$ cat config.mk
export PLATFORM = sky130hd
export DESIGN_NAME = pp_sync_top
export DESIGN_NICKNAME = d
export VERILOG_FILES = /design/src/rtl/pp_sync_pkg.sv /design/src/rtl/pp_flag_bank.sv /design/src/rtl/pp_prod_fsm.sv /design/src/rtl/pp_cons_fsm.sv /design/src/rtl/pp_starve_timer.sv /design/src/rtl/pp_sync_top.sv
export SDC_FILE = /design/constraint.sdc
export NUM_CORES = 1
export LEC_CHECK = 0
export BUFFER_PORTS_ARGS = -buffer_cell sky130_fd_sc_hd__buf_4
export CORE_MARGIN = 1.5
export CORE_UTILIZATION = 25
export CTS_BUF_LIST = sky130_fd_sc_hd__clkbuf_8
export DETAILED_ROUTE_END_ITERATION = 8
export SLEW_MARGIN = 20
export SYNTH_ARGS = -nofsm -noshare
export SYNTH_HDL_FRONTEND = slang
export SYNTH_SLANG_ARGS = --single-unit
$ cat constraint.sdc
create_clock -name clk -period 5.6 [get_ports clk]
set_input_delay 0 -clock clk [delete_from_list [all_inputs] [get_ports clk]]
set_output_delay 0 -clock clk [all_outputs]
set_load 0.05 [all_outputs]
$ cat src/rtl/pp_sync_pkg.sv
package pp_sync_pkg;

    localparam int NBUF = 2;

    typedef enum logic {
        PR_FILL_A = 1'b0,
        PR_FILL_B = 1'b1
    } prod_state_e;

    typedef enum logic {
        CN_TAKE_A = 1'b0,
        CN_TAKE_B = 1'b1
    } cons_state_e;

    typedef enum logic [1:0] {
        TM_IDLE = 2'd0,
        TM_RUN  = 2'd1,
        TM_HELD = 2'd2
    } tmr_state_e;

endpackage

$ cat src/rtl/pp_flag_bank.sv
module pp_flag_bank
    import pp_sync_pkg::*;
(
    input  logic            clk,
    input  logic            rst_n,
    input  logic [NBUF-1:0] set_i,
    input  logic [NBUF-1:0] clr_i,
    output logic [NBUF-1:0] ready_o
);

    for (genvar b = 0; b < NBUF; b++) begin : g_flag
        logic flag_q;
        logic flag_d;

        // clear has priority over a set of the same flag
        always_comb begin
            flag_d = flag_q;
            if (set_i[b]) flag_d = 1'b1;
            if (clr_i[b]) flag_d = 1'b0;
        end

        always_ff @(posedge clk or negedge rst_n) begin
            if (!rst_n) flag_q <= 1'b0;
            else        flag_q <= flag_d;
        end

        assign ready_o[b] = flag_q;
    end

endmodule

$ cat src/rtl/pp_prod_fsm.sv
module pp_prod_fsm
    import pp_sync_pkg::*;
(
    input  logic            clk,
    input  logic            rst_n,
    input  logic            done_i,
    input  logic [NBUF-1:0] ready_i,
    output logic            sel_o,
    output logic            stall_o,
    output logic [NBUF-1:0] set_o
);

    prod_state_e state_q;
    prod_state_e state_d;
    logic        accept;

    always_comb begin
        state_d = state_q;
        unique case (state_q)
            PR_FILL_A: if (accept) state_d = PR_FILL_B;
            PR_FILL_B: if (accept) state_d = PR_FILL_A;
            default:   state_d = PR_FILL_A;
        endcase
    end

    always_ff @(posedge clk or negedge rst_n) begin
        if (!rst_n) state_q <= PR_FILL_A;
        else        state_q <= state_d;
    end

    always_comb begin
        sel_o   = 1'b0;
        stall_o = 1'b0;
        set_o   = '0;
        accept  = 1'b0;
        unique case (state_q)
            PR_FILL_A: begin
                sel_o    = 1'b0;
                stall_o  = ready_i[0];
                accept   = done_i && !ready_i[0];
                set_o[0] = accept;
            end
            PR_FILL_B: begin
                sel_o    = 1'b1;
                stall_o  = ready_i[1];
                accept   = done_i && !ready_i[1];
                set_o[1] = accept;
            end
            default: begin
                sel_o = 1'b0;
            end
        endcase
    end

endmodule

$ cat src/rtl/pp_cons_fsm.sv
module pp_cons_fsm
    import pp_sync_pkg::*;
(
    input  logic            clk,
    input  logic            rst_n,
    input  logic            req_i,
    input  logic [NBUF-1:0] ready_i,
    output logic            sel_o,
    output logic            latch_o,
    output logic [NBUF-1:0] clr_o,
    output logic            wait_o
);

    cons_state_e state_q;
    cons_state_e state_d;
    logic        take;

    always_comb begin
        state_d = state_q;
        unique case (state_q)
            CN_TAKE_A: if (take) state_d = CN_TAKE_B;
            CN_TAKE_B: if (take) state_d = CN_TAKE_A;
            default:   state_d = CN_TAKE_A;
        endcase
    end

    always_ff @(posedge clk or negedge rst_n) begin
        if (!rst_n) state_q <= CN_TAKE_A;
        else        state_q <= state_d;
    end

    always_comb begin
        sel_o  = 1'b0;
        take   = 1'b0;
        wait_o = 1'b0;
        clr_o  = '0;
        unique case (state_q)
            CN_TAKE_A: begin
                sel_o    = 1'b0;
                take     = req_i && ready_i[0];
                wait_o   = req_i && !ready_i[0];
                clr_o[0] = take;
            end
            CN_TAKE_B: begin
                sel_o    = 1'b1;
                take     = req_i && ready_i[1];
                wait_o   = req_i && !ready_i[1];
                clr_o[1] = take;
            end
            default: begin
                sel_o = 1'b0;
            end
        endcase
        latch_o = take;
    end

endmodule

$ cat src/rtl/pp_starve_timer.sv
module pp_starve_timer
    import pp_sync_pkg::*;
#(
    parameter int TW = 16
) (
    input  logic          clk,
    input  logic          rst_n,
    input  logic          wait_i,
    input  logic [TW-1:0] limit_i,
    input  logic          clr_i,
    output logic          err_o
);

    localparam logic [TW:0] ONE = {{TW{1'b0}}, 1'b1};

    tmr_state_e    state_q;
    tmr_state_e    state_d;
    logic [TW-1:0] cnt_q;
    logic [TW-1:0] cnt_d;
    logic          err_q;
    logic          trip;
    logic          armed;
    logic          at_limit;

    assign armed    = wait_i && (limit_i != '0);
    assign at_limit = (({1'b0, cnt_q} + ONE) == {1'b0, limit_i});

    always_comb begin
        state_d = state_q;
        unique case (state_q)
            TM_IDLE: begin
                if (armed) state_d = at_limit ? TM_HELD : TM_RUN;
            end
            TM_RUN: begin
                if (!armed)        state_d = TM_IDLE;
                else if (at_limit) state_d = TM_HELD;
            end
            TM_HELD: begin
                if (!wait_i) state_d = TM_IDLE;
            end
            default: state_d = TM_IDLE;
        endcase
    end

    always_ff @(posedge clk or negedge rst_n) begin
        if (!rst_n) state_q <= TM_IDLE;
        else        state_q <= state_d;
    end

    always_comb begin
        trip  = 1'b0;
        cnt_d = cnt_q;
        unique case (state_q)
            TM_IDLE: begin
                cnt_d = '0;
                if (armed) begin
                    trip  = at_limit;
                    cnt_d = at_limit ? '0 : cnt_q + 1'b1;
                end
            end
            TM_RUN: begin
                if (!armed) begin
                    cnt_d = '0;
                end else begin
                    trip  = at_limit;
                    cnt_d = at_limit ? '0 : cnt_q + 1'b1;
                end
            end
            TM_HELD: begin
                cnt_d = '0;
            end
            default: cnt_d = '0;
        endcase
    end

    always_ff @(posedge clk or negedge rst_n) begin
        if (!rst_n) begin
            cnt_q <= '0;
            err_q <= 1'b0;
        end else begin
            cnt_q <= cnt_d;
            if (trip)       err_q <= 1'b1;
            else if (clr_i) err_q <= 1'b0;
        end
    end

    assign err_o = err_q;

endmodule

$ cat src/rtl/pp_sync_top.sv
module pp_sync_top
    import pp_sync_pkg::*;
#(
    parameter int TW = 16
) (
    input  logic            clk,
    input  logic            rst_n,
    input  logic            prod_done,
    output logic            prod_sel,
    output logic            prod_stall,
    input  logic            cons_req,
    output logic            cons_latch,
    output logic            cons_sel,
    output logic [NBUF-1:0] buf_ready,
    input  logic [TW-1:0]   wait_limit,
    input  logic            err_clr,
    output logic            starve_err
);

    logic [NBUF-1:0] set_req;
    logic [NBUF-1:0] clr_req;
    logic            cons_wait;

    pp_flag_bank flags_i (
        .clk     (clk),
        .rst_n   (rst_n),
        .set_i   (set_req),
        .clr_i   (clr_req),
        .ready_o (buf_ready)
    );

    pp_prod_fsm prod_i (
        .clk     (clk),
        .rst_n   (rst_n),
        .done_i  (prod_done),
        .ready_i (buf_ready),
        .sel_o   (prod_sel),
        .stall_o (prod_stall),
        .set_o   (set_req)
    );

    pp_cons_fsm cons_i (
        .clk     (clk),
        .rst_n   (rst_n),
        .req_i   (cons_req),
        .ready_i (buf_ready),
        .sel_o   (cons_sel),
        .latch_o (cons_latch),
        .clr_o   (clr_req),
        .wait_o  (cons_wait)
    );

    pp_starve_timer #(.TW(TW)) tmr_i (
        .clk     (clk),
        .rst_n   (rst_n),
        .wait_i  (cons_wait),
        .limit_i (wait_limit),
        .clr_i   (err_clr),
        .err_o   (starve_err)
    );

endmodule

# Word level (Yosys, flattened, before mapping)

Index checks and enable logic that the tools add are counted.

Add/sub/neg operators: 2
Eq/ne operators: 6
Muxes and demuxes: 33
Bitwise operators: 2
Reduce and logical (&&, ||, !) cells: 16

Operator list:

| operator                | number |
|---|---|
| $mux W16                | 3 |
| $add A16 B1 Y17 const B | 1 |
| $eq A17 B16 Y1          | 1 |
| $add A16 B1 Y16 const B | 1 |
| $mux W1                 | 16 |
| $pmux W1 S2             | 8 |
| $reduce_bool A16 Y1     | 1 |
| $mux W2                 | 5 |
| $logic_and A1 B1 Y1     | 7 |
| $pmux W2 S3             | 1 |
| $reduce_bool A2 Y1      | 3 |
| $ne A3 B3 Y1 const B    | 1 |
| $reduce_and A3 Y1       | 1 |
| $eq A2 B1 Y1 const B    | 1 |
| $eq A2 B2 Y1 const B    | 1 |
| $logic_not A1 Y1        | 2 |
| $logic_not A2 Y1        | 1 |
| $ne A2 B1 Y1 const B    | 1 |
| $ne A2 B2 Y1 const B    | 1 |
| $not A1 Y1              | 2 |
| $reduce_or A2 Y1        | 1 |

Flip-flop bits (word level): 23
Input port bits: 21

# Depth between registers and ports, before layout

Gate-level depths: netlist (run 1).

Depth after elaboration: 7
Gate-level depth with buffers: 9
Depth with buffers taken out: 8

# Modules after synthesis

A second synthesis (run 1) with hierarchy kept.

Cells, all modules: 186
Area total of the unflattened synthesis: 1741.7 um2

By module, submodules not included:

| module          | times used | cells an instance | area each (um2) | seq. area each (um2) |
|---|---|---|---|---|
| pp_starve_timer | 1          | 164               | 1514.0          | 475.5 |
| pp_flag_bank    | 1          | 6                 | 85.1            | 50.0 |
| pp_cons_fsm     | 1          | 9                 | 71.3            | 25.0 |
| pp_prod_fsm     | 1          | 7                 | 71.3            | 25.0 |

# Least setup slack after synthesis (run 1)

No wires, ideal clock.

Kind: reg-to-reg
Start: register tmr_i.cnt_q[0]
End: register tmr_i.cnt_q[1]
Library setup time: 0.120 ns
Arrival time: 2.329 ns
Slack: 3.151 ns
Cell stages (with the launch flop): 9
Path buffers: 0
Clock period less this slack: 2.449 ns
Cell sequence: dfrtp_1 ha_1 nand4_1 nor4_1 xnor2_1 xor2_1 nand4_1 or4_4 and3_1

Word-level cells in the longest chain between the ends: 5
Elaborated cells on any way between the ends: 6
Classes of those cells: add/sub: 2; eq/ne: 1; mux: 3

Ends and longest elaborated chain:

| what                     | line                                         | RTL |
|---|---|---|
| start, declared          | pp_starve_timer.sv:18                        | `logic [TW-1:0] cnt_q;` |
| start signal, assigned   | pp_starve_timer.sv:81                        | `cnt_q <= cnt_d;` |
| $add A16 B1 Y17          | pp_starve_timer.sv:26                        | `assign at_limit = (({1'b0, cnt_q} + ONE) == {1'b0, limit_i});` |
| $eq A17 B16 Y1           | pp_starve_timer.sv:26                        |  |
| $mux W16 (*)             | pp_starve_timer.sv:58, pp_starve_timer.sv:66 |  |
| $mux W16 (*)             | pp_starve_timer.sv:56, pp_starve_timer.sv:62 |  |
| $mux W16 (*)             | --                                           |  |
| named net tmr_i.cnt_d[1] | pp_starve_timer.sv:19                        | `logic [TW-1:0] cnt_d;` |

Mark *: on every way through the listed nets, which the timed path passes. The rest lies on a longest branch.
A chain may end at the register's enable or synchronous reset.

# Final worst setup path (run 1)

Start: register tmr_i.cnt_q[0]
End: register tmr_i.cnt_q[14]

The elaborated chain is that of the path after synthesis.

==> results.ini, run 1 <==
[critical_path]
worstSetupStartpointType = register
cp.arrival_ns = 3.11
cp_max_fo = 16
cp_top_family = compound AO/OA/AOI/OAI gates
path_buf_inv = 0
cp_slowest_cell = o41ai_4
r2r_start = tmr_i.cnt_q[0]$_DFF_PN0_
worstSetupEndpoint = tmr_i.cnt_q[14]$_DFF_PN0_
regToRegSetupSlack_ns = 2.60
path_depth = 8
cp.required_ns = 5.72
end_kind = register
slowest_delay_ns = 0.85
ff2ff_path_depth = 8
rr_endpoint = tmr_i.cnt_q[14]$_DFF_PN0_
crit_type = reg -> reg
startpoint = tmr_i.cnt_q[0]$_DFF_PN0_
crit_chain = ha_1 > nand4_1 > nor3_1 > xor2_1 > xnor2_1 > nand4_2 > o41ai_4 > nor2_1

[synthesis]
synthTopCellsByArea = dfrtp_1 38%, xnor2_1 10%, xor2_1 7.0%
ys_seq_area_share_pct = 38.2
syn_avg_cell_area_sq_um = 9.42
synth_seq_cells = 23
netlist_instances = 160
synth_top_cell_area_share_pct = 38.2
syn-num-nets = 182
synthTopCellsByCount = 23 x dfrtp_1, 22 x nor2_1, 18 x xnor2_1, 12 x xor2_1, 11 x nand2_1
netlist_area_sq_mm = 0.00151
yosys_warnings = 0
synth_ff_type = dfrtp_1
synth-edff-count = 0
ys_types = 35
post-synth-top-count-cell = dfrtp_1
synth-async-reset-ratio_pct = 100
yosysTopAreaCell = dfrtp_1

[cts]
htree_levels = 1
cts_buffers = 3
clock_path_buffers = 2
clkLatencyLatePin_ns = 0.27
cts_sinks = 23
cts_root_buffer = clkbuf_8
cts_tree = yes
clk_pin_slew_ns = 0.09
post_cts_buffers = 0

[flow_run]
cap_violations = 0

[die]
io_pins = 28
initial_core_util_pct = 25.6
core_sq_mm = 0.00589
placementRows = 28
die_w_um = 80.6
die-area_sq_mm = 0.00650
die_height_um = 80.6

[timing]
rsz0062_at_grt = false
fin_tns_setup_ns = 0
finClkSkew_ns = 0.00279
period_share_pct = 53.5
hold_violations = 0
setup_viol = 0
fmax_mhz = 334
holdWs_ns = 0.149
slew-limit-headroom_pct = 42.6
maxSlewViolCount = 0
max_slew.worst_pin.slew_ns = 0.858
period_needed_ns = 3.00

[pwr]
power_density_mw_per_mm2 = 310
power.total_mw = 0.575
sequentialPowerShare_pct = 38.6
peakVddDrop_mv = 0.194
p_sw_mw = 0.245
switching_share_pct = 42.6
intPower_mw = 0.330
power_frac_comb_pct = 42.5
clockPowerShare_pct = 18.9
leakage_nw = 0.729

[placed_design]
gp_congestion = 0.870
port_buffers = 27
dp_hpwl_mm = 2.68

[finish]
fin_nets = 213
drive_above_1_share_pct = 21.6
diodes = 0
fill_cells = 626
syn_to_final_growth_pct = 23.0

[detailed_routing]
drt_pass1_iterations = 4
route.detailed.drc = 0
routed-via-count = 1270
drtIter0Drc = 79
drt_wl_total_mm = 3.51
wl_per_cell_um = 13.2
drtAntennaViolNets = 0
avgViaCountPerCell = 4.79

[global_route]
grt-ovfl-total = 0
grt_pass1_vias = 1202
grt.total_usage_pct = 11.8
grt_max_degree = 24
antenna_found_initial = 0
grt_first_pass_wirelength_mm = 5.80

[hold_path]
hold_class = in -> async

[status]
status = completed

==> layout by cell type (no fill, tap or decap) <==
| cell | netlist | layout |
|---|---|---|
| buf_4 | 3 | 27 |
| dfrtp_1 | 23 | 23 |
| nor2_1 | 22 | 22 |
| xnor2_1 | 18 | 18 |
| xor2_1 | 12 | 12 |
| nand2_1 | 11 | 11 |
| nor4_1 | 9 | 9 |
| nand3_1 | 7 | 7 |
| nand4_1 | 6 | 6 |
| o21ai_0 | 6 | 6 |
| inv_1 | 5 | 5 |
| dlygate4sd3_1 | 0 | 4 |
| nand2b_1 | 3 | 3 |
| nor2b_1 | 3 | 3 |
| a31oi_1 | 3 | 3 |
| clkbuf_8 | 0 | 3 |
| nand4_2 | 2 | 2 |
| nor3_1 | 2 | 2 |
| o21a_1 | 2 | 2 |
| mux2i_1 | 2 | 2 |
| mux2_2 | 2 | 2 |
| o32ai_1 | 2 | 2 |
| a21oi_1 | 2 | 2 |
| a22o_1 | 2 | 2 |
| nand3_4 | 1 | 1 |
| nor3_4 | 1 | 1 |
| or2_2 | 1 | 1 |
| a311o_1 | 1 | 1 |
| nor2_4 | 1 | 1 |
| o41ai_1 | 1 | 1 |
| o41ai_4 | 1 | 1 |
| or4_4 | 1 | 1 |
| and3_1 | 1 | 1 |
| o22ai_1 | 1 | 1 |
| ha_1 | 1 | 1 |
| clkinvlp_4 | 0 | 1 |
==> final cells by class <==
| cell class | count | area (sq um) | share of cell area, % |
|---|---|---|---|
| flip-flops and latches | 23 | 576 | 31.1 |
| clock inverters | 1 | 7.51 | 0.405 |
| multi-input cells | 127 | 873 | 47.1 |
| clock buffers | 3 | 41.3 | 2.23 |
| inverters | 5 | 18.8 | 1.01 |
| repair buffers | 31 | 243 | 13.1 |
| well taps | 75 | 93.8 | 5.06 |
==> metrics by stage <==
step | area (sq um) | std cells | setup slack (ns) | utilization [%]
2_1_floorplan | 1510 | 160 | 3.15 | -
3_3_place_gp | 1760 | 257 | 2.63 | 30.0
3_5_place_dp | 1760 | 257 | 2.61 | 30.0
4_1_cts | 1850 | 265 | 2.58 | 31.5
5_1_grt | 1850 | 265 | 2.26 | 31.5
6_report | 1850 | 265 | 2.60 | 31.5
==> power groups by stage <==
| stage | clock network (mW) | registers [mW] | logic (mW) |
|---|---|---|---|
| 6_report | 0.109 | 0.222 | 0.244 |
| 4_1_cts | 0.112 | 0.221 | 0.247 |
| 3_5_place_dp | 0 | 0.224 | 0.245 |
| 3_3_place_gp | 0 | 0.225 | 0.243 |
| 5_1_grt | 0.118 | 0.226 | 0.264 |
| 2_1_floorplan | 0 | 0.243 | 0.163 |
==> logic make-up after synthesis <==
family / share of synthesized area, %
adders and majority gates: 0.830
DFF: 38.2
buffers and inverters: 3.82
AOI/OAI and AO/OA: 10.7
xor gates and xnor gates: 17.4
and+or+nand+nor: 26.2
muxes: 2.82
==> routing by layer <==
layer  vias to the layer above  share of wire (%)  global-route usage [%]
met3                         6                3.6                    2.95
met4                         0                2.7                    4.66
li1                        628                  -                       -
met2                        31                 49                    19.6
met1                       605                 45                    14.6
met5                         -                  0                       0
==> worst min-delay path by stage <==
stage | startpoint | endpoint | slack [ns] | cells after the start
floorplan | rst_n | cons_i.state_q$_DFF_PN0_ | -0.30 | 0
global placement | rst_n | tmr_i.cnt_q[13]$_DFF_PN0_ | -0.09 | 1
detailed placement | rst_n | tmr_i.cnt_q[11]$_DFF_PN0_ | -0.09 | 1
CTS | rst_n | tmr_i.cnt_q[14]$_DFF_PN0_ | 0.16 | 2
global route | rst_n | tmr_i.cnt_q[14]$_DFF_PN0_ | 0.19 | 2
finish | rst_n | tmr_i.cnt_q[13]$_DFF_PN0_ | 0.15 | 2
==> repair_timing <==
item	in CTS	in global routing
hold endpoints to repair	28	0
gates resized for setup	0	0
hold buffers	4	0
setup endpoints to repair	0	0
==> state kept, by name (all words and copies together) (netlist names) <==
| register | cells |
|---|---|
| tmr_i.state_q | 2 |
| tmr_i.err_o | 1 |
| cons_i.state_q | 1 |
| tmr_i.cnt_q | 16 |
| flags_i.g_flag.flag_q | 2 |
| prod_i.state_q | 1 |
No activity file was read; power rests on OpenSTA's default activity.
==> inputs of run 2 (changes only) <==
==> constraint.sdc (replaced) <==
create_clock -name clk -period 2.51 [get_ports clk]
set_input_delay 0 -clock clk [delete_from_list [all_inputs] [get_ports clk]]
set_output_delay 0 -clock clk [all_outputs]
set_load 0.05 [all_outputs]
==> results.ini, run 2 (synthesized netlist as in run 1, its figures left out) <==
[placed_design]
place_area_sq_mm = 0.00186  ; +5.5%
gp_congestion = 0.844  ; -3.0%
dp_hpwl_mm = 2.84  ; +6.0%
dp_slack_ns = -0.106  ; -2.72 ns
port_buffers = 27  ; unchanged

[finish]
regMostFlops = tmr_i.cnt_q
fin_nets = 229  ; +7.5%
final_area_sq_mm = 0.00201  ; +8.6%
largest_reg_flops = 16  ; unchanged
reg_top3 = tmr_i.cnt_q (16), flags_i.g_flag.flag_q (2), tmr_i.state_q (2)
final_cell_mix = 42 x buf_4, 23 x dfrtp_1, 21 x nor2_1
final_common_cell = buf_4
diodes = 0  ; unchanged
syn_to_final_growth_pct = 33.6
drive_above_1_share_pct = 29.6  ; +8.0 points

[cts]
cts_root_buffer = clkbuf_8
clock_path_buffers = 2  ; unchanged
htree_levels = 1  ; unchanged
cts_sinks = 23  ; unchanged
cts_tree = yes
clkLatencyLatePin_ns = 0.28  ; about the same
cts_buffers = 3  ; unchanged
clk_pin_slew_ns = 0.09  ; about the same

[critical_path]
path_buf_inv = 2  ; +2
regToRegSetupSlack_ns = 0.06  ; -2.54 ns
worstSetupStartpointType = register
cp.required_ns = 2.67  ; -3.05 ns
cp_max_fo = 6  ; -10
cp_slowest_cell = or4_4
end_kind = register
path_common_cell = buf_4
slowest_delay_ns = 0.59  ; -0.26 ns
crit_type = reg -> reg
crit_chain = buf_4 > nand3_4 > buf_4 > a311o_1 > a31oi_1 > nand4_1 > or4_4 > and3_1
cp_top_family = simple AND/OR/NAND/NOR gates
cp.arrival_ns = 2.61  ; -0.50 ns

[timing]
slew-limit-headroom_pct = 70.5  ; +28 points
max_slew.worst_pin.slew_ns = 0.439  ; -0.420 ns
fmax_mhz = 408  ; +22%
rsz0062_at_grt = true
period_share_pct = 97.6  ; +44 points
fin_tns_setup_ns = 0  ; unchanged
finClkSkew_ns = 0.0106  ; +0.00784 ns
period_needed_ns = 2.45  ; -0.545 ns
finalWorstSetupSlack_ns = 0.0601  ; -2.54 ns
maxSlewViolCount = 0  ; unchanged
setup_viol = 0  ; unchanged
hold_violations = 0  ; unchanged

[pwr]
power_density_mw_per_mm2 = 669  ; +120%
leakage_nw = 0.815  ; +12%
peakVddDrop_mv = 0.354  ; +83%

[global_route]
grt_max_degree = 24  ; unchanged
grt.total_usage_pct = 12.4  ; +0.58 points
antenna_found_initial = 0  ; unchanged
grt_pass1_vias = 1282  ; +6.7%
grt-ovfl-total = 0  ; unchanged
grt_first_pass_wirelength_mm = 6.16  ; +6.2%

[detailed_routing]
avgViaCountPerCell = 4.71  ; -1.7%
route.detailed.drc = 0  ; unchanged
drtAntennaViolNets = 0  ; unchanged
route.met2.wl_mm = 1.84  ; +7.2%
routed-via-count = 1324  ; +4.3%
wl_per_cell_um = 13.3  ; +0.44%
met3_length_um = 137  ; +7.9%
wirelength_met1_mm = 1.67  ; +6.1%
top_layer = met4
drt_wl_total_mm = 3.74  ; +6.5%
drtIter0Drc = 74  ; -6.3%
drt_pass1_iterations = 4  ; unchanged

[die]
placementRows = 28  ; unchanged
die-area_sq_mm = 0.00650  ; unchanged
core_sq_mm = 0.00589  ; unchanged
die_w_um = 80.6  ; unchanged
io_pins = 28  ; unchanged
die_height_um = 80.6  ; unchanged
initial_core_util_pct = 25.6  ; unchanged

[hold_path]
hold_class = in -> async

[status]
status = completed

[flow_run]
cap_violations = 0  ; unchanged

## run 2: stage by stage
stage / total power, mW / hold slack, ns / cells / util [%]
after floorplan: 0.906 / -0.296 / 160 / -
after global placement: 1.08 / -0.0834 / 270 / 31.6
after detailed placement: 1.08 / -0.0798 / 270 / 31.6
after CTS: 1.34 / 0.161 / 281 / 33.8
after global routing: 1.41 / 0.178 / 281 / 34.2
final: 1.35 / 0.146 / 281 / 34.2
## run 2: path summary, 6_finish.rpt
path                                                 to  cells after the start                         start
setup / recovery               tmr_i.cnt_q[1]$_DFF_PN0_                      8      tmr_i.cnt_q[0]$_DFF_PN0_
hold / removal                tmr_i.cnt_q[15]$_DFF_PN0_                      2                         rst_n
setup reg to reg               tmr_i.cnt_q[1]$_DFF_PN0_                      8      tmr_i.cnt_q[0]$_DFF_PN0_
hold reg to reg            tmr_i.state_q[1]$_DFFE_PN0P_                      1  tmr_i.state_q[0]$_DFFE_PN0P_
max in group asynchronous      tmr_i.cnt_q[8]$_DFF_PN0_                      2                         rst_n
min in group clk                tmr_i.err_o$_DFFE_PN0P_                      5                wait_limit[14]
## run 2: cell type report
type	instances	area [sq um]
clock buffer	3	41.3
clock inverter	1	7.51
fill	630	3870
inverter	5	18.8
multi-input combinational	127	908
sequential	23	576
tap	75	93.8
timing repair buffer	47	367
## run 2: routing by layer
metal,vias up,global-route usage (%)
met5,-,0
met1,625,16.6
met3,8,1.82
met2,33,19.4
li1,658,-
met4,0,6.03
## run 2: what timing repair did
action,CTS,global route
endpoints found under the hold margin,28,0
hold buffers,4,0
gates resized for setup,3,4
buffers inserted,3,0
setup endpoints to repair,3,19
cloned,0,0
pin swaps,6,5
## run 2: report_power, final
part / total (mW) / switching [mW] / leakage, nW / internal, mW
registers: 0.487 / 0.0654 / 0.310 / 0.422
logic: 0.612 / 0.366 / 0.483 / 0.246
clock network: 0.246 / 0.133 / 0.0217 / 0.113
==> inputs of run 3 (changes only) <==
--- a/config.mk
+++ b/config.mk
@@ -7,7 +7,7 @@
 export LEC_CHECK = 0
 export BUFFER_PORTS_ARGS = -buffer_cell sky130_fd_sc_hd__buf_4
 export CORE_MARGIN = 1.5
-export CORE_UTILIZATION = 25
+export CORE_UTILIZATION = 40
 export CTS_BUF_LIST = sky130_fd_sc_hd__clkbuf_8
 export DETAILED_ROUTE_END_ITERATION = 8
 export SLEW_MARGIN = 20
==> results.ini, run 3 (synthesized netlist as in run 1, its figures left out) <==
[timing]
slew-limit-headroom_pct = 67.0  ; -3.5 points
period_share_pct = 98.3  ; +0.68 points
fmax_mhz = 405  ; -0.70%
setup_viol = 0  ; unchanged
maxSlewViolCount = 0  ; unchanged
finClkSkew_ns = 0.00441  ; -0.00622 ns
hold_violations = 0  ; unchanged
fin_tns_setup_ns = 0  ; unchanged
max_slew.worst_pin.slew_ns = 0.490  ; +0.0513 ns
period_needed_ns = 2.47  ; +0.0172 ns
rsz0062_at_grt = true

[finish]
drive_above_1_share_pct = 37.0  ; +7.4 points
regMostFlops = tmr_i.cnt_q
diodes = 0  ; unchanged
final_area_sq_mm = 0.00210  ; +4.4%
reg_top3 = tmr_i.cnt_q (16), flags_i.g_flag.flag_q (2), tmr_i.state_q (2)
largest_reg_flops = 16  ; unchanged
fin_nets = 234  ; +2.2%
final_cell_mix = 46 x buf_4, 23 x dfrtp_1, 16 x xnor2_1
syn_to_final_growth_pct = 39.5
final_common_cell = buf_4

[flow_run]
cap_violations = 0  ; unchanged

[pwr]
switching_share_pct = 41.9  ; -0.098 points
leakage_nw = 0.861  ; +5.7%
power_frac_comb_pct = 47.3  ; +1.8 points
sequentialPowerShare_pct = 36.1  ; about the same
p_sw_mw = 0.567  ; +0.40%
power_density_mw_per_mm2 = 644  ; -3.6%
intPower_mw = 0.786  ; +0.81%
clockPowerShare_pct = 16.6  ; -1.7 points
peakVddDrop_mv = 0.649  ; +83%

[critical_path]
regToRegSetupSlack_ns = 0.04  ; -0.02 ns
crit_type = reg -> reg
end_kind = register
r2r_start = tmr_i.cnt_q[3]$_DFF_PN0_
cp.arrival_ns = 2.63  ; +0.02 ns
rr_endpoint = tmr_i.cnt_q[1]$_DFF_PN0_
cp_max_fo = 7  ; +1
ff2ff_path_depth = 7  ; -1
cp.required_ns = 2.67  ; about the same
worstSetupStartpointType = register

[die]
placementRows = 22  ; -21%
initial_core_util_pct = 41.5  ; +16 points
die-area_sq_mm = 0.00414  ; -36%
die_height_um = 64.4  ; -20%
io_pins = 28  ; unchanged
die_w_um = 64.4  ; -20%
core_sq_mm = 0.00363  ; -38%

[global_route]
grt-ovfl-total = 0  ; unchanged
grt.total_usage_pct = 20.8  ; +8.4 points
antenna_found_initial = 0  ; unchanged
grt_pass1_vias = 1445  ; +13%
grt_first_pass_wirelength_mm = 6.60  ; +7.1%
grt_max_degree = 24  ; unchanged

[cts]
htree_levels = 1  ; unchanged
cts_tree = yes
cts_buffers = 3  ; unchanged
clk_pin_slew_ns = 0.08  ; about the same
clock_path_buffers = 2  ; unchanged
clkLatencyLatePin_ns = 0.26  ; -0.02 ns
cts_sinks = 23  ; unchanged
cts_root_buffer = clkbuf_8

[detailed_routing]
drtAntennaViolNets = 0  ; unchanged
routed-via-count = 1378  ; +4.1%
wl_per_cell_um = 15.2  ; +14%
avgViaCountPerCell = 5.32  ; +13%
drt_wl_total_mm = 3.93  ; +5.2%
route.detailed.drc = 0  ; unchanged
drtIter0Drc = 76  ; +2.7%
drt_pass1_iterations = 4  ; unchanged

[hold_path]
hold_class = in -> async

[placed_design]
place_area_sq_mm = 0.00186  ; -0.20%
dp_hpwl_mm = 2.96  ; +4.1%
port_buffers = 27  ; unchanged
gp_congestion = 0.897  ; +6.4%

[status]
status = completed

## run 3: cell types whose count changed in the layout (fill, tap and decap cells not counted), sizes merged
cell,delta
buf,+5
inv,+1
clkinvlp,-1
## run 3: power by group through the flow
stage / sequential, mW / clock, mW / combinational [mW]
finish: 0.488 / 0.225 / 0.640
global route: 0.501 / 0.249 / 0.684
CTS: 0.486 / 0.234 / 0.602
detailed placement: 0.491 / 0 / 0.594
global placement: 0.487 / 0 / 0.590
floorplan: 0.543 / 0 / 0.363
## run 3: timing repair
| action | CTS | global route |
|---|---|---|
| resized for setup | 4 | 23 |
| endpoints found under the setup margin | 2 | 19 |
| setup buffers | 0 | 4 |
| pin swaps | 2 | 10 |
| hold endpoints to repair | 28 | 0 |
| hold buffers | 4 | 0 |
## run 3: worst max-delay path by stage
stage	start	end	slack, ns	cells past startpoint
finish	tmr_i.cnt_q[3]$_DFF_PN0_	tmr_i.cnt_q[1]$_DFF_PN0_	0.04	7
global placement	tmr_i.cnt_q[1]$_DFF_PN0_	tmr_i.cnt_q[1]$_DFF_PN0_	-0.01	8
global route	tmr_i.cnt_q[3]$_DFF_PN0_	tmr_i.cnt_q[1]$_DFF_PN0_	-0.09	7
floorplan	tmr_i.cnt_q[0]$_DFF_PN0_	tmr_i.cnt_q[1]$_DFF_PN0_	0.06	8
CTS	tmr_i.cnt_q[6]$_DFF_PN0_	tmr_i.cnt_q[1]$_DFF_PN0_	0.0002	7
detailed placement	tmr_i.cnt_q[0]$_DFF_PN0_	tmr_i.cnt_q[1]$_DFF_PN0_	-0.08	8
## run 3: worst max-delay path, cell delays in order, from the launching register on
cell and delay, ns:
dfrtp_1 0.43, nand4_4 0.21, nor4_4 0.40, xnor2_2 0.19, xor2_1 0.20, nand4_2 0.16, or4_4 0.57, and3_4 0.20
## run 3: per-layer routing
metal	vias to the layer above	wire, um	track usage [%]
li1	667	-	-
met1	664	1800	26.5
met2	39	1890	34.8
met3	8	147	3.17
met4	0	86	9.31
met5	-	0	0
## run 3: layout make-up
class,count,area (sq um)
tap,48,60.1
clock buffer,3,41.3
clock inverter,1,3.75
inverter,5,18.8
timing repair buffer,52,408
multi-input combinational,127,993
fill,339,1530
sequential,23,576
## run 3: per-stage QoR
step / hold WS, ns / setup WS (ns) / cells / util, % / power [mW]
2_1_floorplan: -0.296 / 0.0611 / 160 / - / 0.906
3_3_place_gp: -0.0861 / -0.0101 / 247 / 51.1 / 1.08
3_5_place_dp: -0.0848 / -0.0783 / 247 / 51.1 / 1.08
4_1_cts: 0.170 / 0.000240 / 255 / 54.0 / 1.32
5_1_grt: 0.180 / -0.0904 / 259 / 57.8 / 1.43
6_report: 0.152 / 0.0429 / 259 / 57.8 / 1.35
